`src/rtl/idec_pkg.sv`:
```
package idec_pkg;

  localparam int WORD_W = 16;
  localparam int OPC_W  = 5;
  localparam int REG_W  = 3;
  localparam int COND_W = 3;

  // Opcode values the decoder treats specially
  localparam logic [OPC_W-1:0] OPC_BRANCH  = 5'd3;
  localparam logic [OPC_W-1:0] OPC_CMP_S   = 5'd4;
  localparam logic [OPC_W-1:0] OPC_CALL    = 5'd5;
  localparam logic [OPC_W-1:0] OPC_MOVLO   = 5'd9;
  localparam logic [OPC_W-1:0] OPC_MOVHI   = 5'd11;
  localparam logic [OPC_W-1:0] OPC_PUSH    = 5'd16;
  localparam logic [OPC_W-1:0] OPC_RETURN  = 5'd17;
  localparam logic [OPC_W-1:0] OPC_SYSCALL = 5'd19;
  localparam logic [OPC_W-1:0] OPC_SEGSEL  = 5'd20;
  localparam logic [OPC_W-1:0] OPC_STBYTE  = 5'd23;
  localparam logic [OPC_W-1:0] OPC_STWORD  = 5'd24;
  localparam logic [OPC_W-1:0] OPC_CMP_U   = 5'd27;
  localparam logic [OPC_W-1:0] OPC_RSV     = 5'd31;

  typedef enum logic [1:0] {
    FMT_REG = 2'd0,
    FMT_MOV = 2'd1,
    FMT_JMP = 2'd2,
    FMT_RSV = 2'd3
  } fmt_e;

  // Per-opcode properties, produced by the classifier
  typedef struct packed {
    fmt_e fmt;
    logic force_flag;   // compare: flags always written
    logic bars_flag;    // flag request is illegal
    logic imm_signed;   // 8-bit immediate is sign-extended
    logic has_operand;  // branch/trap form carries an immediate
  } opc_info_t;

  // Decoded fields except the width-parameterised immediate
  typedef struct packed {
    logic [OPC_W-1:0]  opcode;
    fmt_e              fmt;
    logic [REG_W-1:0]  dst;
    logic [COND_W-1:0] cond;
    logic              flag_upd;
    logic              op_is_imm;
    logic [REG_W-1:0]  op_reg;
    logic              illegal;
  } dec_t;

endpackage

```
`src/rtl/idec_rst_sync.sv`:
```
module idec_rst_sync #(
  parameter int SYNC_STAGES = 2
) (
  input  logic clk,
  input  logic rst_n,
  output logic rst_sync_n
);

  logic [SYNC_STAGES-1:0] chain_q;
  logic [SYNC_STAGES-1:0] chain_d;

  generate
    if (SYNC_STAGES == 1) begin : g_single
      assign chain_d = 1'b1;
    end else begin : g_multi
      assign chain_d = {chain_q[SYNC_STAGES-2:0], 1'b1};
    end
  endgenerate

  always_ff @(posedge clk or negedge rst_n) begin
    if (!rst_n) chain_q <= '0;
    else        chain_q <= chain_d;
  end

  assign rst_sync_n = chain_q[SYNC_STAGES-1];

endmodule

```
`src/rtl/idec_classify.sv`:
```
module idec_classify
  import idec_pkg::*;
(
  input  logic [OPC_W-1:0] opcode,
  output opc_info_t        info
);

  always_comb begin
    info             = '0;
    info.fmt         = FMT_REG;
    unique case (opcode)
      OPC_MOVLO, OPC_MOVHI: begin
        info.fmt = FMT_MOV;
      end
      OPC_BRANCH: begin
        info.fmt         = FMT_JMP;
        info.imm_signed  = 1'b1;
        info.has_operand = 1'b1;
      end
      OPC_SYSCALL, OPC_SEGSEL: begin
        info.fmt         = FMT_JMP;
        info.has_operand = 1'b1;
      end
      OPC_RETURN: begin
        info.fmt = FMT_JMP;
      end
      OPC_CMP_S, OPC_CMP_U: begin
        info.force_flag = 1'b1;
      end
      OPC_CALL, OPC_PUSH, OPC_STBYTE, OPC_STWORD: begin
        info.bars_flag = 1'b1;
      end
      OPC_RSV: begin
        info.fmt = FMT_RSV;
      end
      default: begin
        info.fmt = FMT_REG;
      end
    endcase
  end

endmodule

```
`src/rtl/idec_fields.sv`:
```
module idec_fields
  import idec_pkg::*;
#(
  parameter int DATA_W = 16
) (
  input  logic [WORD_W-1:0] word,
  input  opc_info_t         info,
  output dec_t              dec,
  output logic [DATA_W-1:0] imm
);

  localparam int SHORT_W = 4;
  localparam int LONG_W  = 8;

  logic [DATA_W-1:0] short_sext;
  logic [DATA_W-1:0] long_sext;
  logic [DATA_W-1:0] long_zext;

  assign short_sext = {{(DATA_W-SHORT_W){word[SHORT_W-1]}}, word[SHORT_W-1:0]};
  assign long_sext  = {{(DATA_W-LONG_W){word[LONG_W-1]}}, word[LONG_W-1:0]};
  assign long_zext  = {{(DATA_W-LONG_W){1'b0}}, word[LONG_W-1:0]};

  always_comb begin
    dec        = '0;
    imm        = '0;
    dec.opcode = word[15:11];
    dec.fmt    = info.fmt;
    unique case (info.fmt)
      FMT_REG: begin
        dec.dst       = word[10:8];
        dec.cond      = {1'b0, word[7:6]};
        dec.flag_upd  = word[4] | info.force_flag;
        dec.op_is_imm = word[5];
        dec.op_reg    = word[5] ? '0 : word[2:0];
        imm           = word[5] ? short_sext : '0;
        dec.illegal   = info.bars_flag & word[4];
      end
      FMT_MOV: begin
        dec.dst       = word[10:8];
        dec.op_is_imm = 1'b1;
        imm           = long_zext;
      end
      FMT_JMP: begin
        dec.cond      = word[10:8];
        dec.op_is_imm = info.has_operand;
        if (info.has_operand) imm = info.imm_signed ? long_sext : long_zext;
      end
      default: begin
        dec.illegal = 1'b1;
      end
    endcase
  end

endmodule

```
`src/rtl/idec_top.sv`:
```
module idec_top
  import idec_pkg::*;
#(
  parameter int DATA_W      = 16,
  parameter int SYNC_STAGES = 2
) (
  input  logic              clk,
  input  logic              rst_n,
  input  logic              in_valid,
  input  logic [15:0]       in_word,
  output logic              out_valid,
  output logic [4:0]        out_opcode,
  output logic [1:0]        out_fmt,
  output logic [2:0]        out_dst,
  output logic [2:0]        out_cond,
  output logic              out_flag_upd,
  output logic              out_op_is_imm,
  output logic [2:0]        out_op_reg,
  output logic [DATA_W-1:0] out_op_imm,
  output logic              out_illegal
);

  logic              rst_sync_n;
  opc_info_t         info;
  dec_t              dec_comb;
  logic [DATA_W-1:0] imm_comb;

  dec_t              dec_q, dec_d;
  logic [DATA_W-1:0] imm_q, imm_d;
  logic              vld_q, vld_d;

  idec_rst_sync #(.SYNC_STAGES(SYNC_STAGES)) u_rst_sync (
    .clk        (clk),
    .rst_n      (rst_n),
    .rst_sync_n (rst_sync_n)
  );

  idec_classify u_classify (
    .opcode (in_word[15:11]),
    .info   (info)
  );

  idec_fields #(.DATA_W(DATA_W)) u_fields (
    .word (in_word),
    .info (info),
    .dec  (dec_comb),
    .imm  (imm_comb)
  );

  // Next state: decoded fields load only with a valid input word
  always_comb begin
    vld_d = in_valid;
    dec_d = dec_q;
    imm_d = imm_q;
    if (in_valid) begin
      dec_d = dec_comb;
      imm_d = imm_comb;
    end
  end

  always_ff @(posedge clk or negedge rst_sync_n) begin
    if (!rst_sync_n) begin
      vld_q <= 1'b0;
      dec_q <= '0;
      imm_q <= '0;
    end else begin
      vld_q <= vld_d;
      dec_q <= dec_d;
      imm_q <= imm_d;
    end
  end

  assign out_valid     = vld_q;
  assign out_opcode    = dec_q.opcode;
  assign out_fmt       = dec_q.fmt;
  assign out_dst       = dec_q.dst;
  assign out_cond      = dec_q.cond;
  assign out_flag_upd  = dec_q.flag_upd;
  assign out_op_is_imm = dec_q.op_is_imm;
  assign out_op_reg    = dec_q.op_reg;
  assign out_op_imm    = imm_q;
  assign out_illegal   = dec_q.illegal;

  p_valid_src_r1: assert property (@(posedge clk) disable iff (!rst_sync_n)
    out_valid |-> $past(in_valid));

  p_rsv_trap_r2: assert property (@(posedge clk) disable iff (!rst_sync_n)
    (out_valid && out_opcode == 5'd31) |-> (out_illegal && out_fmt == 2'd3));

  p_ccond_r3: assert property (@(posedge clk) disable iff (!rst_sync_n)
    (out_valid && out_fmt == 2'd0) |-> !out_cond[2]);

  p_imm_excl_r4: assert property (@(posedge clk) disable iff (!rst_sync_n)
    (out_valid && out_op_is_imm) |-> (out_op_reg == 3'd0));

  p_movi_cond_r5: assert property (@(posedge clk) disable iff (!rst_sync_n)
    (out_valid && out_fmt == 2'd1) |-> (out_cond == 3'd0 && !out_flag_upd && !out_illegal));

  p_cmp_flag_r7: assert property (@(posedge clk) disable iff (!rst_sync_n)
    (out_valid && (out_opcode == 5'd4 || out_opcode == 5'd27)) |-> out_flag_upd);

  p_hold_r9: assert property (@(posedge clk) disable iff (!rst_sync_n)
    !in_valid |=> ($stable(out_opcode) && $stable(out_illegal) && $stable(out_op_imm)
                   && $stable(out_cond) && $stable(out_dst)));

endmodule

```
`config.mk`:
```
export PLATFORM = sky130hd
export DESIGN_NAME = idec_top
export DESIGN_NICKNAME = d
export VERILOG_FILES = /design/src/rtl/idec_pkg.sv /design/src/rtl/idec_rst_sync.sv /design/src/rtl/idec_classify.sv /design/src/rtl/idec_fields.sv /design/src/rtl/idec_top.sv
export SDC_FILE = /design/constraint.sdc
export NUM_CORES = 1
export LEC_CHECK = 0
export ABC_AREA = 1
export BUFFER_PORTS_ARGS = -buffer_cell sky130_fd_sc_hd__clkbuf_2
export CORE_MARGIN = 8
export CORE_UTILIZATION = 49
export CTS_CLUSTER_DIAMETER = 60
export DETAILED_ROUTE_END_ITERATION = 12
export GPL_ROUTABILITY_DRIVEN = 0
export GPL_TIMING_DRIVEN = 0
export PLACE_DENSITY_LB_ADDON = 0.08
export SETUP_SLACK_MARGIN = 0.1
export SYNTH_ARGS = -nofsm -noshare
export SYNTH_HDL_FRONTEND = slang
export SYNTH_SLANG_ARGS = --single-unit
```
`constraint.sdc`:
```
create_clock -name clk -period 1.3 [get_ports clk]
set_input_delay 0.26 -clock clk [delete_from_list [all_inputs] [get_ports clk]]
set_output_delay 0.26 -clock clk [all_outputs]
set_load 0.02 [all_outputs]
```
==> flow_summary.toml <==
[run_status]
outcome = "finished with violations"
violations = "negative setup slack"

[timing]
skew_ns = 0.00422
period_needed_ns = 1.33
max_slew_margin = 0.591
finalSetupTns_ns = -0.184
setup_viol = 7
rsz0062_at_grt = "yes"
worst_slack_ns = -0.0345
fmax_ghz = 0.749
hold_viol = 0
timing.final.crit_share = 1.03
tightest_slew_ns = 0.613
final-max-slew-violation-count = 0

[floorplan]
design.core.area_mm2 = 0.00326
initial_utilization = 0.495
die_w_um = 73.4
die-area_mm2 = 0.00538
die_h_um = 73.4
num_rows = 21
io_pins = 55

[global_routing]
grt_pass1_wl_mm = 6.19
grt_overflow = 0
grt_pass1_vias = 1428
grtUsageTotal = 0.145
antenna_found_initial = 0
grt_max_degree = 30

[synth]
synth-edff-count = 0
ys.flop_type = "dfrtp_1"
syn_area_per_cell_um2 = 8.02
syn_area_mm2 = 0.00161
seq_area_frac_synth = 0.481
ys_warn_count = 0
synth-seq-cells = 31
synthArstFlopShare = 1.00
ys_types = 24
syn-num-nets = 220
syn_inst = 201

[final_layout]
final_util = 0.626
largest_register_ffs = 9
finalInstanceArea_mm2 = 0.00204
nets = 281
syn_to_final_growth_pct = 26.5
drive_above_1_share = 0.355
n_antenna_cell = 0

[route]
dr.pass1.iters = 4
ant_nets = 0
drc = 0
drt_iter0_drc = 63
vias = 1443
wl_per_cell_um = 11.7
wl_mm = 3.59
viasPerCell = 4.69

[worst_setup_path]
r2r_cells = 0
crit_fanout = 9
crit_arrival_ns = 1.07
cp_slowest_cell = "dfrtp_2"
crit_path_end_kind = "output port"
crit_path_start_kind = "flip-flop"
reg2reg_from = "u_rst_sync.chain_q[1]"
r2r_setup_slack_ns = 0.58
cp_cell_sequence = "buf_4, buf_4"
critical_path_required_ns = 1.04
critical_path_class = "reg -> out"
crit_top_cell = "buf_4"
crit-reg2reg-capture = "out_op_imm[14]"
max_stage_delay_ns = 0.46

[clock_network]
post_cts_buffers = 0
clockBufferDepth = 2
root_buffer = "clkbuf_4"
cts.sinks = 31
h-tree-depth = 2
cts_tree = "yes"
clk_latency_ns = 0.32
clkTransAtPathRegs_ns = 0.08
cts_buffers = 5

[power_and_ir_drop]
static-leakage-power_nw = 1.20
power_density_mw_per_mm2 = 1090
peakVddDrop_mv = 0.620
finalPower_w = 0.00223

[hold_path]
min_from = "in_valid"
hold_depth = 1
hold_path.class = "in -> reg"
whs_endpoint = "out_valid"

[place]
dpl.hpwl_mm = 2.82
pre_cts_ws_ns = -0.0781
portBuffers = 53
postPlaceCellArea_mm2 = 0.00195

[job]
drv_cap = 0
==> cell type report <==
type,count,area (um2)
Tap cell,46,57.6
Buffer,14,91.3
Multi-Input combinational cell,140,701
Timing Repair Buffer,54,297
Fill cell,313,1220
Clock buffer,6,51.3
Clock inverter,1,5.00
Inverter,16,60.1
Sequential cell,31,778
==> cell usage in the layout (no fill, tap or decap), types with 2 or more instances in the layout <==
master	count
nand2_1	86
clkbuf_2	46
dfrtp_1	29
buf_4	14
nand3_1	14
inv_1	12
o21ai_0	9
nand3_2	6
clkbuf_4	5
clkbuf_1	4
nor2_1	4
inv_2	4
nand4_1	4
nor2_2	3
nand3_4	2
nor2_4	2
buf_6	2
a21oi_1	2
dfrtp_2	2
==> Yosys cell counts (2+ instances only) <==
master / count / area (um2)
a21oi_1: 2 / 10.0
nand4_1: 4 / 25.0
nand3_2: 6 / 60.1
nand3_4: 2 / 35.0
nand3_1: 14 / 70.1
nor2_2: 4 / 25.0
clkbuf_1: 4 / 15.0
o21ai_0: 9 / 45.0
nor2_1: 4 / 15.0
inv_1: 13 / 48.8
buf_4: 8 / 60.1
dfrtp_1: 31 / 776
nand2_1: 87 / 327
inv_2: 3 / 11.3
==> stage by stage <==
stage	hold WS [ns]	instances
CTS	0.0665	308
global route	0.0617	308
detailed placement	0.0473	300
global placement	0.0474	300
floorplan	-0.0356	201
finish	0.0769	308
==> repair_timing <==
item	in CTS	in global routing
endpoints found under the setup margin	37	8
resized for setup	7	4
endpoints found under the hold margin	2	0
hold buffers	1	0
==> how the worst max path moves through the flow <==
stage / end / startpoint / cells after the start / slack, ns
after floorplan: out_op_imm[2] / in_word[11] / 11 / 0.10
after global placement: out_flag_upd / in_word[13] / 8 / -0.07
after detailed placement: out_flag_upd / in_word[13] / 8 / -0.08
after CTS: out_op_imm[13] / out_op_imm[14] / 2 / -0.05
after global routing: out_op_imm[9] / out_op_imm[14] / 2 / -0.08
final: out_op_imm[11] / out_op_imm[14] / 2 / -0.03
==> critical path, delay by kind of cell, from the launching register on <==
kind     cells  cell delay [ns]
buf+inv      2             0.30
flops        1             0.46
==> power breakdown <==
part           leakage [nW]  internal [W]  total (W)  switching, W
clock network        0.0341      0.000250   0.000544      0.000293
logic                 0.782      0.000208   0.000566      0.000358
registers             0.387       0.00105    0.00112     0.0000649
total                  1.20       0.00151    0.00223      0.000716
==> metal layers <==
layer  track usage  vias to the layer above  routed length (um)
met4        0.0333                        0                   9
met1         0.169                      655                1590
li1              -                      742                   -
met2         0.241                       44                1610
met5             0                        -                   0
met3        0.0587                        2                 375
==> cells by family after synthesis <==
family,after synthesis,share of synthesized area
simple gates,124,0.372
compound gates,15,0.0512
flops,31,0.481
buf+inv,30,0.0939
other cells,1,0.00233
(Power assumes the default switching activity.)
